--- config.mk ---
export PLATFORM = sky130hd
export DESIGN_NAME = hs_result_tx
export DESIGN_NICKNAME = d
export VERILOG_FILES = /design/src/rtl/hs_tx_pkg.sv /design/src/rtl/hs_tx_sync.sv /design/src/rtl/hs_tx_shifter.sv /design/src/rtl/hs_tx_timer.sv /design/src/rtl/hs_result_tx.sv
export SDC_FILE = /design/constraint.sdc
export NUM_CORES = 1
export LEC_CHECK = 0
export CORE_ASPECT_RATIO = 0.5
export CORE_MARGIN = 1.5
export CORE_UTILIZATION = 45
export CTS_BUF_LIST = sky130_fd_sc_hd__clkbuf_4
export CTS_CLUSTER_DIAMETER = 30
export DETAILED_ROUTE_END_ITERATION = 8
export PLACE_DENSITY = 0.73
export SYNTH_ARGS = -nofsm -noshare
export SYNTH_HDL_FRONTEND = slang
export SYNTH_HIERARCHICAL = 1
export SYNTH_SLANG_ARGS = --single-unit
--- constraint.sdc ---
create_clock -name clk -period 2.5 [get_ports clk]
set_input_delay 0.5 -clock clk [delete_from_list [all_inputs] [get_ports clk]]
set_output_delay 0.5 -clock clk [all_outputs]
set_load 0.02 [all_outputs]
--- src/rtl/hs_tx_pkg.sv ---
// Shared types for the handshaked serial result transmitter.
package hs_tx_pkg;
    // Transfer controller states
    typedef enum logic [1:0] {
        ST_IDLE = 2'd0,  // no word pending, strobe high
        ST_WFALL = 2'd1, // bit offered, waiting for clock to fall
        ST_WRISE = 2'd2, // bit offered, waiting for clock to rise
        ST_GAP  = 2'd3   // strobe high for one cycle between bits
    } tx_state_e;
endpackage

--- src/rtl/hs_tx_sync.sv ---
// Two-flop synchroniser for the processor's serial clock plus edge detect.
// Assumes din is asynchronous to clk and pulses last at least two clocks
// per level. Edges are masked when en is low (chip not selected).
module hs_tx_sync (
    input  logic clk,
    input  logic rst_n,
    input  logic din,
    input  logic en,
    output logic rise,
    output logic fall
);
    logic meta_q, sync_q, prev_q;

    // Resynchronise and keep one previous sample; idle level is high
    always_ff @(posedge clk) begin
        if (!rst_n) begin
            meta_q <= 1'b1;
            sync_q <= 1'b1;
            prev_q <= 1'b1;
        end else begin
            meta_q <= din;
            sync_q <= meta_q;
            prev_q <= sync_q;
        end
    end

    // Edge strobes, gated by selection
    always_comb begin
        rise = en && sync_q && !prev_q;
        fall = en && !sync_q && prev_q;
    end
endmodule

--- src/rtl/hs_tx_shifter.sv ---
// Holds the captured word and counts bits sent. The MSB is always the
// bit on offer. Assumes load and shift are never high together.
module hs_tx_shifter #(
    parameter int WORD_W = 24,
    localparam int IDX_W = $clog2(WORD_W)
) (
    input  logic              clk,
    input  logic              rst_n,
    input  logic              load,
    input  logic [WORD_W-1:0] load_word,
    input  logic              shift,
    output logic              msb,
    output logic [IDX_W-1:0]  idx,
    output logic              last
);
    logic [WORD_W-1:0] sh_q;
    logic [IDX_W-1:0]  idx_q;

    // Capture on load, move up one place per accepted bit
    always_ff @(posedge clk) begin
        if (!rst_n) begin
            sh_q  <= '0;
            idx_q <= '0;
        end else if (load) begin
            sh_q  <= load_word;
            idx_q <= '0;
        end else if (shift) begin
            sh_q  <= {sh_q[WORD_W-2:0], 1'b0};
            idx_q <= idx_q + 1'b1;
        end
    end

    assign msb  = sh_q[WORD_W-1];
    assign idx  = idx_q;
    assign last = (idx_q == IDX_W'(WORD_W-1));
endmodule

--- src/rtl/hs_tx_timer.sv ---
// First-bit timeout counter. Counts while run is high, clears otherwise,
// flags expiry in the cycle the count reaches LIMIT-1.
module hs_tx_timer #(
    parameter int LIMIT = 275000,
    localparam int CW = $clog2(LIMIT + 1)
) (
    input  logic clk,
    input  logic rst_n,
    input  logic run,
    output logic expired
);
    logic [CW-1:0] cnt_q;

    // Count system clocks spent waiting on the first bit
    always_ff @(posedge clk) begin
        if (!rst_n || !run) cnt_q <= '0;
        else                cnt_q <= cnt_q + 1'b1;
    end

    assign expired = run && (cnt_q == CW'(LIMIT - 1));
endmodule

--- src/rtl/hs_result_tx.sv ---
// Handshaked serial result transmitter. Sends {count, sign} MSB first,
// one bit per externally supplied clock pulse, with data-valid low while
// a bit is on offer. Assumes cs_n_i is quasi-static around transfers and
// that the processor idles sclk_i high.
module hs_result_tx #(
    parameter int CNT_W   = 23,
    parameter int TMO_CYC = 275000,
    localparam int WORD_W = CNT_W + 1,
    localparam int IDX_W  = $clog2(WORD_W)
) (
    input  logic             clk,
    input  logic             rst_n,
    input  logic             start_i,
    input  logic [CNT_W-1:0] count_i,
    input  logic             sign_i,
    input  logic             cs_n_i,
    input  logic             sclk_i,
    output logic             dv_o,
    output logic             dout_o,
    output logic             pin_oe_o,
    output logic             done_o,
    output logic             timeout_o
);
    import hs_tx_pkg::*;

    tx_state_e        st_q, st_d;
    logic             sclk_rise, sclk_fall;
    logic             load, shift, last, tmo_hit, busy, tmo_run;
    logic [IDX_W-1:0] idx;
    logic             done_q, tmo_q;

    hs_tx_sync u_sync (
        .clk  (clk),
        .rst_n(rst_n),
        .din  (sclk_i),
        .en   (!cs_n_i),
        .rise (sclk_rise),
        .fall (sclk_fall)
    );

    hs_tx_shifter #(.WORD_W(WORD_W)) u_shift (
        .clk      (clk),
        .rst_n    (rst_n),
        .load     (load),
        .load_word({count_i, sign_i}),
        .shift    (shift),
        .msb      (dout_o),
        .idx      (idx),
        .last     (last)
    );

    assign tmo_run = (st_q == ST_WFALL || st_q == ST_WRISE) && (idx == '0);

    hs_tx_timer #(.LIMIT(TMO_CYC)) u_tmo (
        .clk    (clk),
        .rst_n  (rst_n),
        .run    (tmo_run),
        .expired(tmo_hit)
    );

    // Next-state and control strobes of the handshake
    always_comb begin
        st_d  = st_q;
        load  = 1'b0;
        shift = 1'b0;
        unique case (st_q)
            ST_IDLE: if (start_i) begin
                load = 1'b1;
                st_d = ST_WFALL;
            end
            ST_WFALL: begin
                if (sclk_fall)    st_d = ST_WRISE;
                else if (tmo_hit) st_d = ST_IDLE;
            end
            ST_WRISE: begin
                if (sclk_rise) begin
                    shift = !last;
                    st_d  = last ? ST_IDLE : ST_GAP;
                end else if (tmo_hit) begin
                    st_d = ST_IDLE;
                end
            end
            ST_GAP: st_d = ST_WFALL;
            default: st_d = ST_IDLE;
        endcase
    end

    // State register and one-cycle completion strobes
    always_ff @(posedge clk) begin
        if (!rst_n) begin
            st_q   <= ST_IDLE;
            done_q <= 1'b0;
            tmo_q  <= 1'b0;
        end else begin
            st_q   <= st_d;
            done_q <= (st_q == ST_WRISE) && sclk_rise && last;
            tmo_q  <= tmo_run && tmo_hit
                      && !((st_q == ST_WFALL) && sclk_fall)
                      && !((st_q == ST_WRISE) && sclk_rise);
        end
    end

    assign busy      = (st_q != ST_IDLE);
    assign dv_o      = !(st_q == ST_WFALL || st_q == ST_WRISE);
    assign pin_oe_o  = !cs_n_i;
    assign done_o    = done_q;
    assign timeout_o = tmo_q;
endmodule

==> impl_metrics.toml <==
[clock_tree]
cts_tree = "yes"
cts_max_path_buffers = 2
insertion_delay_ns = 0.37
cts.sinks = 55
ctsHtreeMaxLevel = 2
post_cts_buffers = 0
cts_root_buf = "clkbuf_4"
clk_pin_slew_worst_paths_ns = 0.16
cts_buffers = 5

[synth]
synthCells = 274
ys_seq_area_share_pct = 40.2
synth_edf_count = 0
yosysWarnings = 6
synth_ff_type = "dfxtp_1"
synth_area_sq_um = 2740
synthTopCellsByArea = "dfxtp_1 40%, mux2_2 9.4%, o211a_1 8.4%"
postSynth.asyncResetShare_pct = 0
syn_nets = 308
syn_area_per_cell_sq_um = 10.0
synth.distinct_cells = 46
yosysTopAreaCellShare_pct = 40.2
ys_seq_elements = 55
yosysTopAreaCell = "dfxtp_1"

[die]
core-area_sq_um = 5680
die_h_um = 58.2
die_w_um = 113
io_pins = 34
rows = 19
start_util_pct = 48.2
die_area_sq_um = 6600

[sta]
drv_slew = 0
hold_viol = 0
min_period_ns = 2.08
rsz0062_at_grt = "no"
skew_ns = 0.0145
slew_headroom_pct = 70.7
clock.fmax_mhz = 481
fin_hold_ws_ns = 0.445
worst_slack_ns = 0.419
period_share_pct = 83.2
setup_violations = 0
setup-tns-final_ns = 0
worst_slew_pin_slew_ns = 0.438

[drt]
wl_mm = 4.79
vias = 2013
viasPerCell = 5.30
antenna_left = 0
routedWlPerCell_um = 12.6
route.detailed.drc = 0
drt_first_pass_iters = 4
drt_iter0_markers = 106

[outcome]
status = "complete, no violations"

[worst_setup_path]
cp_data_arrival_time_ns = 1.58
critPathCaptureType = "output pin"
r2r_cells = 8
critPathMaxFanout = 3
path_class = "in -> out"
crit_path_start = "cs_n_i"
critPathRequiredTime_ns = 2.00
cp-start-kind = "input pin"
worstReg2RegStart = "st_q[1]$_SDFFE_PN0P_"

[placed_design]
dp_slack_ns = 0.194
dp_cells = 372
port_buffers = 33
gp_congestion = 0.761
placed_cell_area_sq_um = 3150
dp_hpwl_mm = 3.37

[global_route]
grt_start_max_net_pins = 54
gr-total-overflow = 0
grt_first_pass_wirelength_mm = 8.28
grt.total_usage_pct = 15.4
antenna_found_initial = 0
grt_pass1_vias = 1954

[worst_hold_path]
min_path_cells = 1
worstHoldStart = "u_sync/meta_q$_SDFF_PN1_"
hp-class = "reg -> reg"

[layout]
synthToLayoutAreaGrowth_pct = 17.9
finalNonFillerCells = 380
finish.utilization_pct = 56.9
design_area_sq_um = 3230
diodes = 0
fillers = 487
drive_above_1_share_pct = 16.0
nNetsFinal = 340

[pwr]
irDropWorstVdd_v = 0.000283
p_per_area_nw_per_um2 = 516
total_power_mw = 1.67
p_leak_nw = 1.41

[flow_run]
cap_violations = 0
where the power goes:
group	switching (mW)	internal [mW]	total, mW
registers	0.0190	0.920	0.939
clock network	0.283	0.216	0.500
logic	0.0958	0.134	0.230
cells in the mapped netlist, drive strengths merged (2+ instances only):
| cell type | n |
|---|---|
| o21ai | 5 |
| or3b | 3 |
| dfxtp | 55 |
| nand3 | 8 |
| a21oi | 8 |
| nand2 | 11 |
| nand3b | 3 |
| or3 | 2 |
| buf | 9 |
| o211a | 23 |
| nand2b | 30 |
| clkbuf | 4 |
| nand4 | 7 |
| nor4 | 4 |
| xnor2 | 9 |
| mux2 | 23 |
| xor2 | 3 |
| nor3 | 6 |
| a31o | 2 |
| and3b | 2 |
| nor2 | 21 |
| and4 | 2 |
| inv | 10 |
| ha | 5 |
| and3 | 4 |
| mux2i | 3 |
| a31oi | 2 |
layout make-up:
type | instances | area [sq um] | area share [%]
clock buffers | 5 | 37.5 | 1.16
clock inverters | 3 | 47.5 | 1.47
inverters | 10 | 37.5 | 1.16
multi-input cells | 196 | 1520 | 47.1
flip-flops and latches | 55 | 1100 | 34.1
well taps | 73 | 91.3 | 2.83
repair buffers | 38 | 395 | 12.2
logic make-up after synthesis:
logic type,after synthesis,synth area share (%)
buf+inv,23,4.38
mux,26,10.5
simple gates,108,25.2
fa+ha+maj,5,2.28
compound gates,45,13.6
xor+xnor,12,3.83
flops,55,40.2
state kept, by name (all words and copies together) (netlist names):
register	flops
timeout_o	1
u_sync/sync_q	1
st_q	2
u_sync/meta_q	1
u_shift/idx	5
u_shift/sh_q	24
done_o	1
u_sync/prev_q	1
u_tmo/cnt_q	19
what timing repair did:
action	CTS	global route
gates resized for setup	0	1
hold buffers	0	0
endpoints found under the setup margin	0	1
endpoints found under the hold margin	0	0
critical path, stage by stage:
cell and delay (ns):
clkdlybuf4s50_1 0.40, inv_1 0.08, clkdlybuf4s50_1 0.61
layer usage:
layer	track usage [%]	vias up	routed length (um)
met4	5.36	0	27
met5	0	-	0
met3	3.56	2	165
met1	18.3	945	2350
met2	28.1	26	2250
li1	-	1040	-
placed cells by master (no fill, tap or decap), types with 4 or more instances in the layout:
master and instances:
nand2_1 11, clkdlybuf4s50_1 32, a21oi_1 8, inv_1 10
nand3_1 7, nand4_1 5, nand2b_1 30, ha_1 5
and3_1 4, o21ai_0 5, nor2_1 20, xnor2_1 9
dfxtp_1 55, mux2_2 23, clkbuf_4 5, o211a_1 23
final timing paths:
path / to / slack (ns)
min: u_sync/sync_q$_SDFF_PN1_ / 0.44
max: pin_oe_o / 0.42
min reg2reg: u_sync/sync_q$_SDFF_PN1_ / 0.44
max reg2reg: timeout_o$_SDFF_PN0_ / 0.56
(Power assumes the default switching activity.)
